$ cat src/rtl/wtc_pkg.sv
package wtc_pkg;

  typedef enum logic [2:0] {
    ST_IDLE,
    ST_LOOKUP,
    ST_WR_REQ,
    ST_FILL_REQ,
    ST_FILL_WAIT,
    ST_RESP
  } wtcState_e;

  // Strobes from control to datapath, one per datapath action.
  typedef struct packed {
    logic latchReq;     // capture the accepted processor request
    logic storeUpdate;  // write the store word and its parity into the line
    logic captureHit;   // load the response register from the array
    logic invalidate;   // drop the addressed line before a refill
    logic bumpErr;      // count one detected parity error
    logic clearBeat;    // restart the fill beat counter
    logic fillWrite;    // write one fill beat into the line
    logic fillCommit;   // mark the refilled line valid with its tag
  } wtcStrobes_t;

endpackage

$ cat src/rtl/wtc_parity.sv
module wtc_parity #(
  parameter int DATA_W = 32,
  localparam int BYTES = DATA_W / 8
) (
  input  logic [DATA_W-1:0] word,
  output logic [BYTES-1:0]  parity
);

  // Even parity: the parity bit makes each byte plus its bit hold an even count of ones.
  for (genvar b = 0; b < BYTES; b++) begin : g_byte
    assign parity[b] = ^word[8*b +: 8];
  end

endmodule

$ cat src/rtl/wtc_datapath.sv
module wtc_datapath
  import wtc_pkg::*;
#(
  parameter int ADDR_W    = 16,
  parameter int LINES     = 16,
  parameter int WORDS     = 4,
  parameter int DATA_W    = 32,
  parameter int ERR_CNT_W = 8,
  localparam int IDX_W  = $clog2(LINES),
  localparam int OFF_W  = $clog2(WORDS),
  localparam int TAG_W  = ADDR_W - IDX_W - OFF_W,
  localparam int BYTES  = DATA_W / 8,
  localparam int BSEL_W = $clog2(BYTES)
) (
  input  logic                 clk,
  input  logic                 rstN,
  input  wtcStrobes_t          st,
  input  logic                 cpuReqWrite,
  input  logic [ADDR_W-1:0]    cpuReqAddr,
  input  logic [DATA_W-1:0]    cpuReqWdata,
  input  logic [DATA_W-1:0]    memRespData,
  input  logic                 faultValid,
  input  logic [IDX_W-1:0]     faultLine,
  input  logic [OFF_W-1:0]     faultWord,
  input  logic [BSEL_W-1:0]    faultByte,
  output logic                 reqWrite,
  output logic                 tagHit,
  output logic                 wordParityOk,
  output logic                 lastBeat,
  output logic [ADDR_W-1:0]    memReqAddr,
  output logic [DATA_W-1:0]    memReqWdata,
  output logic [DATA_W-1:0]    cpuRespRdata,
  output logic [ERR_CNT_W-1:0] errCount
);

  logic [ADDR_W-1:0] reqAddr;
  logic [DATA_W-1:0] reqWdata;

  logic [LINES-1:0]  lineValid;
  logic [TAG_W-1:0]  tagMem  [LINES];
  logic [DATA_W-1:0] dataMem [LINES][WORDS];
  logic [BYTES-1:0]  parMem  [LINES][WORDS];

  logic [OFF_W-1:0]  beatCnt;
  logic [DATA_W-1:0] respData;

  logic [TAG_W-1:0]  reqTag;
  logic [IDX_W-1:0]  reqIdx;
  logic [OFF_W-1:0]  reqOff;
  logic [DATA_W-1:0] rdWord;
  logic [BYTES-1:0]  rdPar;
  logic [BYTES-1:0]  calcPar;
  logic [DATA_W-1:0] wrData;
  logic [OFF_W-1:0]  wrOff;
  logic [BYTES-1:0]  wrPar;
  logic              arrayWrite;

  assign reqTag = reqAddr[ADDR_W-1 -: TAG_W];
  assign reqIdx = reqAddr[OFF_W +: IDX_W];
  assign reqOff = reqAddr[OFF_W-1:0];

  // Request capture
  always_ff @(posedge clk) begin
    if (!rstN) begin
      reqAddr  <= '0;
      reqWdata <= '0;
      reqWrite <= 1'b0;
    end else if (st.latchReq) begin
      reqAddr  <= cpuReqAddr;
      reqWdata <= cpuReqWdata;
      reqWrite <= cpuReqWrite;
    end
  end

  // Lookup and parity check of the addressed word only
  assign rdWord = dataMem[reqIdx][reqOff];
  assign rdPar  = parMem[reqIdx][reqOff];

  wtc_parity #(.DATA_W(DATA_W)) u_chkPar (
    .word   (rdWord),
    .parity (calcPar)
  );

  assign tagHit       = lineValid[reqIdx] && (tagMem[reqIdx] == reqTag);
  assign wordParityOk = (calcPar == rdPar);

  // Array write path shared by store hits and fill beats
  assign arrayWrite = st.fillWrite || st.storeUpdate;
  assign wrData     = st.fillWrite ? memRespData : reqWdata;
  assign wrOff      = st.fillWrite ? beatCnt : reqOff;

  wtc_parity #(.DATA_W(DATA_W)) u_genPar (
    .word   (wrData),
    .parity (wrPar)
  );

  always_ff @(posedge clk) begin
    if (arrayWrite) begin
      dataMem[reqIdx][wrOff] <= wrData;
    end
  end

  always_ff @(posedge clk) begin
    if (arrayWrite) begin
      parMem[reqIdx][wrOff] <= wrPar;
    end else if (faultValid) begin
      parMem[faultLine][faultWord][faultByte] <= ~parMem[faultLine][faultWord][faultByte];
    end
  end

  always_ff @(posedge clk) begin
    if (st.fillCommit) begin
      tagMem[reqIdx] <= reqTag;
    end
  end

  always_ff @(posedge clk) begin
    if (!rstN) begin
      lineValid <= '0;
    end else if (st.fillCommit) begin
      lineValid[reqIdx] <= 1'b1;
    end else if (st.invalidate) begin
      lineValid[reqIdx] <= 1'b0;
    end
  end

  // Fill beat counter
  assign lastBeat = (beatCnt == OFF_W'(WORDS - 1));

  always_ff @(posedge clk) begin
    if (!rstN) begin
      beatCnt <= '0;
    end else if (st.clearBeat) begin
      beatCnt <= '0;
    end else if (st.fillWrite) begin
      beatCnt <= beatCnt + 1'b1;
    end
  end

  // Response data: array word on a hit, matching beat on a fill
  always_ff @(posedge clk) begin
    if (!rstN) begin
      respData <= '0;
    end else if (st.captureHit) begin
      respData <= rdWord;
    end else if (st.fillWrite && (beatCnt == reqOff)) begin
      respData <= memRespData;
    end
  end

  assign cpuRespRdata = respData;

  // Saturating parity-error counter
  always_ff @(posedge clk) begin
    if (!rstN) begin
      errCount <= '0;
    end else if (st.bumpErr && (errCount != {ERR_CNT_W{1'b1}})) begin
      errCount <= errCount + 1'b1;
    end
  end

  // Next-level request fields
  assign memReqAddr  = reqWrite ? reqAddr : {reqAddr[ADDR_W-1:OFF_W], {OFF_W{1'b0}}};
  assign memReqWdata = reqWdata;

endmodule

$ cat src/rtl/wtc_ctrl.sv
module wtc_ctrl
  import wtc_pkg::*;
(
  input  logic        clk,
  input  logic        rstN,
  input  logic        cpuReqValid,
  input  logic        memReqReady,
  input  logic        memRespValid,
  input  logic        reqWrite,
  input  logic        tagHit,
  input  logic        wordParityOk,
  input  logic        lastBeat,
  output logic        cpuReqReady,
  output logic        cpuRespValid,
  output logic        memReqValid,
  output logic        memReqWrite,
  output wtcStrobes_t st
);

  wtcState_e state, stateNext;

  always_ff @(posedge clk) begin
    if (!rstN) begin
      state <= ST_IDLE;
    end else begin
      state <= stateNext;
    end
  end

  always_comb begin
    stateNext    = state;
    st           = '0;
    cpuReqReady  = 1'b0;
    cpuRespValid = 1'b0;
    memReqValid  = 1'b0;
    memReqWrite  = 1'b0;
    unique case (state)
      ST_IDLE: begin
        cpuReqReady = 1'b1;
        if (cpuReqValid) begin
          st.latchReq = 1'b1;
          stateNext   = ST_LOOKUP;
        end
      end
      ST_LOOKUP: begin
        if (reqWrite) begin
          st.storeUpdate = tagHit;
          stateNext      = ST_WR_REQ;
        end else if (tagHit && wordParityOk) begin
          st.captureHit = 1'b1;
          stateNext     = ST_RESP;
        end else begin
          st.bumpErr    = tagHit;
          st.invalidate = 1'b1;
          st.clearBeat  = 1'b1;
          stateNext     = ST_FILL_REQ;
        end
      end
      ST_WR_REQ: begin
        memReqValid = 1'b1;
        memReqWrite = 1'b1;
        if (memReqReady) begin
          stateNext = ST_RESP;
        end
      end
      ST_FILL_REQ: begin
        memReqValid = 1'b1;
        if (memReqReady) begin
          stateNext = ST_FILL_WAIT;
        end
      end
      ST_FILL_WAIT: begin
        if (memRespValid) begin
          st.fillWrite = 1'b1;
          if (lastBeat) begin
            st.fillCommit = 1'b1;
            stateNext     = ST_RESP;
          end
        end
      end
      ST_RESP: begin
        cpuRespValid = 1'b1;
        stateNext    = ST_IDLE;
      end
      default: stateNext = ST_IDLE;
    endcase
  end

endmodule

$ cat src/rtl/wt_parity_cache.sv
module wt_parity_cache
  import wtc_pkg::*;
#(
  parameter int ADDR_W    = 16,
  parameter int LINES     = 16,
  parameter int WORDS     = 4,
  parameter int DATA_W    = 32,
  parameter int ERR_CNT_W = 8,
  localparam int IDX_W  = $clog2(LINES),
  localparam int OFF_W  = $clog2(WORDS),
  localparam int BSEL_W = $clog2(DATA_W / 8)
) (
  input  logic                 clk,
  input  logic                 rstN,
  input  logic                 cpuReqValid,
  output logic                 cpuReqReady,
  input  logic                 cpuReqWrite,
  input  logic [ADDR_W-1:0]    cpuReqAddr,
  input  logic [DATA_W-1:0]    cpuReqWdata,
  output logic                 cpuRespValid,
  output logic [DATA_W-1:0]    cpuRespRdata,
  output logic                 memReqValid,
  input  logic                 memReqReady,
  output logic                 memReqWrite,
  output logic [ADDR_W-1:0]    memReqAddr,
  output logic [DATA_W-1:0]    memReqWdata,
  input  logic                 memRespValid,
  input  logic [DATA_W-1:0]    memRespData,
  input  logic                 faultValid,
  input  logic [IDX_W-1:0]     faultLine,
  input  logic [OFF_W-1:0]     faultWord,
  input  logic [BSEL_W-1:0]    faultByte,
  output logic [ERR_CNT_W-1:0] errCount
);

  wtcStrobes_t st;
  logic reqWrite;
  logic tagHit;
  logic wordParityOk;
  logic lastBeat;

  wtc_ctrl u_ctrl (
    .clk          (clk),
    .rstN         (rstN),
    .cpuReqValid  (cpuReqValid),
    .memReqReady  (memReqReady),
    .memRespValid (memRespValid),
    .reqWrite     (reqWrite),
    .tagHit       (tagHit),
    .wordParityOk (wordParityOk),
    .lastBeat     (lastBeat),
    .cpuReqReady  (cpuReqReady),
    .cpuRespValid (cpuRespValid),
    .memReqValid  (memReqValid),
    .memReqWrite  (memReqWrite),
    .st           (st)
  );

  wtc_datapath #(
    .ADDR_W    (ADDR_W),
    .LINES     (LINES),
    .WORDS     (WORDS),
    .DATA_W    (DATA_W),
    .ERR_CNT_W (ERR_CNT_W)
  ) u_dp (
    .clk          (clk),
    .rstN         (rstN),
    .st           (st),
    .cpuReqWrite  (cpuReqWrite),
    .cpuReqAddr   (cpuReqAddr),
    .cpuReqWdata  (cpuReqWdata),
    .memRespData  (memRespData),
    .faultValid   (faultValid),
    .faultLine    (faultLine),
    .faultWord    (faultWord),
    .faultByte    (faultByte),
    .reqWrite     (reqWrite),
    .tagHit       (tagHit),
    .wordParityOk (wordParityOk),
    .lastBeat     (lastBeat),
    .memReqAddr   (memReqAddr),
    .memReqWdata  (memReqWdata),
    .cpuRespRdata (cpuRespRdata),
    .errCount     (errCount)
  );

endmodule

$ cat config.mk
export PLATFORM = sky130hd
export DESIGN_NAME = wt_parity_cache
export DESIGN_NICKNAME = d
export VERILOG_FILES = /design/src/rtl/wtc_pkg.sv /design/src/rtl/wtc_parity.sv /design/src/rtl/wtc_datapath.sv /design/src/rtl/wtc_ctrl.sv /design/src/rtl/wt_parity_cache.sv
export SDC_FILE = /design/constraint.sdc
export NUM_CORES = 2
export LEC_CHECK = 0
export CORE_AREA = 3 3 480 482
export DETAILED_ROUTE_END_ITERATION = 7
export DIE_AREA = 0 0 483 485
export DONT_BUFFER_PORTS = 1
export GPL_ROUTABILITY_DRIVEN = 0
export HOLD_SLACK_MARGIN = 0.12
export SLEW_MARGIN = 20
export SYNTH_ARGS = -nofsm -noshare
export SYNTH_HDL_FRONTEND = slang
export SYNTH_SLANG_ARGS = --single-unit
$ cat constraint.sdc
create_clock -name clk -period 5.9 [get_ports clk]
set_input_delay 0 -clock clk [delete_from_list [all_inputs] [get_ports clk]]
set_output_delay 0 -clock clk [all_outputs]
set_load 0.01 [all_outputs]
==> run metrics <==
yosys warns 0; CTS tree done; Antenna Nets Post-Route 0; Worst VDD drop around 0.32 mV; DRC viols 0; Slew Limit Fails 0; Mapped Cells roughly 5200; Synth Flop Type edfxtp_1; via count 55800; Net Count, Synth approximately 5300; most common cell in the netlist edfxtp_1; Critical Path End Type register; area of the core 0.227 sq mm; Syn-to-layout area delta 16.7%; Final min period 5.71 ns; final instance area 0.121 sq mm; first-pass GRT wire length between 400000 and 500000 um; Peak Freq 175 MHz; Post CTS Setup Buffer Count 0; worst hold path class input pin to register; crit path max-delay cell type dfxtp_4; worst skew pair latency just over 0.9 ns; routed wire length 305000 um; relative slew slack 17.4%; Tcrit/Tclk final between 90% and 100%; MaxCap Viol Count 0; CTS buffer count ~290; Synth area leader edfxtp_1; DIE HEIGHT about 490 um; crit path buf inv count 5; IO buf count 0; placed standard-cell area roughly 0.11 sq mm; RSZ-0062 raised after global routing false; Die X ~480 um; Post-Syn Area between 0.1 and 0.15 sq mm; post-synthesis async set-or-reset flop share 0%; Worst Path Required 6.74 ns; # rows ~180; worst-path cell chain buf_12 > buf_12 > buf_4 > mux4_2 > a22o_1 > nor2_1 > a22oi_1 > and3_1 > xor2_1 > xnor3_1 > xnor2_1 > nand2_1 > nor4_4 > buf_4 > a32o_1 > dlygate4sd3_1 > o21a_1; Starting Density a little under half; kind of critical path register to register; hold violation count in the final report 0; CP Max Fanout 25; HPWL Detailed roughly 180000 um; Synth Register Bits 2578; top cell type's share of synthesized area a little over 70%; Syn Area/Cell about 20 sq um; DR vias/cell between 6 and 7; EDFF count, synth between 2000 and 2500; DR pass1 iterations 5; Root Buffer Master clkbuf_16; Distinct cells, synth 73; initial antenna violation count 31; I/O pin cnt roughly 190; Die ar. ~0.23 sq mm; Layout Skew 0.0506 ns; Setup-failing EPs final 0; Worst path top cell family by delay buffers and inverters; Sink Count about 2600; leakage power between 30 and 40 nW; run status finished clean; GRT Util Overall approximately 26%; worst-margin pin slew 1.24 ns; Startpoint Class register; CTS Buffer Depth 4; Power Total 47.6 mW; Final Core Density a little over half; max incr delay on CP about 0.63 ns; Seq/Total Area, Yosys between 70 and 80%; list of most frequent post-synthesis cells edfxtp_1 (2464), mux4_2 (734), nor2_1 (391), nand2_1 (306), mux2i_1 (153); share of cells above drive strength 1 between 20 and 30%; Iteration-0 DRC Markers 6548; WL per Instance between 30 and 40 um; Final nets 5811; WP data arrival 6.55 ns; Pwr Density 392 mW/mm^2; total grt overflow 0; vias in the first global route ~56000; Clk pin slew, worst setup/hold paths 0.06 ns; R2R setup slack ~0.19 ns; Hold Worst Slack 0.184 ns; largest net degree at the start of global routing 67; htree depth 5; ranking of synthesized cells by area edfxtp_1 (71%), mux4_2 (16%), dfxtp_1 (2.2%), mux2i_1 (1.5%), nor2_1 (1.4%)
layout make-up:
type	count	area, sq um
multi-input combinational	2255	26500
clock buffer	366	7710
inverter	14	55.1
clock inverter	108	870
antenna	16	40.0
tap	3009	3760
sequential	2578	76300
fill	17500	106000
timing repair buffer	580	6110
kinds of logic after synthesis:
group | Yosys count | synth area share, %
adder cells (fa/ha/maj) | 2 | 0.0241
AND/OR/NAND/NOR | 874 | 3.52
buffers and inverters | 364 | 1.91
XOR/XNOR | 63 | 0.704
multiplexers | 906 | 17.6
AO/OA/AOI/OAI | 410 | 2.84
flip-flops | 2578 | 73.4
report_power, final:
part / total, mW / switching, mW / internal, mW
registers: 21.8 / 0.325 / 21.5
logic: 9.09 / 5.65 / 3.44
clock network: 16.7 / 6.90 / 9.76
total: 47.6 / 12.9 / 34.7
metrics by stage:
| stage | TNS (ns) | std cells | setup slack, ns |
|---|---|---|---|
| after floorplan | 0 | 5197 | 0.322 |
| after global placement | -0.0423 | 8217 | -0.0423 |
| after detailed placement | -0.0451 | 8218 | -0.0451 |
| after CTS | 0 | 8910 | 0.00778 |
| after global routing | 0 | 8920 | 0.0454 |
| final | 0 | 8926 | 0.192 |
worst paths after layout:
kind / startpoint / to / cells after the start
min reg2reg: register / register / 2
max reg2reg: register / u_dp.cpuRespRdata[2] / 17
min: memRespData[7] / u_dp.cpuRespRdata[7] / 3
max: register / u_dp.cpuRespRdata[2] / 17
worst register-to-register path, delay by kind of cell (launching register included):
family                 cells  cell delay, ns
buffers and inverters      5            1.69
AND/OR/NAND/NOR            4            1.04
XOR/XNOR                   3            0.99
AO/OA/AOI/OAI              4            0.76
flip-flops                 1            0.63
multiplexers               1            0.54
routing by layer:
metal | share of wire [%] | vias up | track usage, %
met2 | 48 | 2909 | 41.5
met4 | 4.1 | 16 | 9.63
met3 | 9.3 | 560 | 5.70
li1 | - | 22400 | -
met1 | 38 | 30000 | 35.2
met5 | 0.038 | - | 0
state kept, by name, indices dropped and copies added, names as in the netlist, named ones only:
signal             flops
u_dp.errCount          8
u_dp.dataMem        2048
u_dp.memReqWdata      32
u_dp.reqWrite          1
u_ctrl.state           3
u_dp.parMem          256
u_dp.cpuRespRdata     32
u_dp.beatCnt           2
u_dp.tagMem          160
u_dp.reqAddr          16
placed cells by master, fill, tap and decap left out, drive strengths merged, types with 6 or more instances in the layout:
cell         instances
o22ai               46
a211oi              21
xnor3               12
nor3                42
mux2                19
nor2b               37
o21a                25
a221oi              15
and3                 7
a31oi               21
and2                 9
bufinv              14
nor4                 6
a22o                 9
mux2i              153
xor2                29
a22oi               69
clkinv              90
mux4               734
diode               16
inv                 15
a41oi                6
nand4               10
nor2               393
o31ai               17
a311oi              18
edfxtp            2464
o31a                22
o21ai               12
xnor2               22
nand3               38
or4                  8
a21oi              107
dlygate4sd3        216
clkbuf             366
buf                364
dfxtp              114
nand2              306
timing repair:
action / 4_1_cts / 5_1_grt
hold buffers: 218 / 0
hold endpoints to repair: 2541 / 0
gates resized for setup: 1 / 6
endpoints found under the setup margin: 1 / 18
Power figures use the tool's default switching activity.
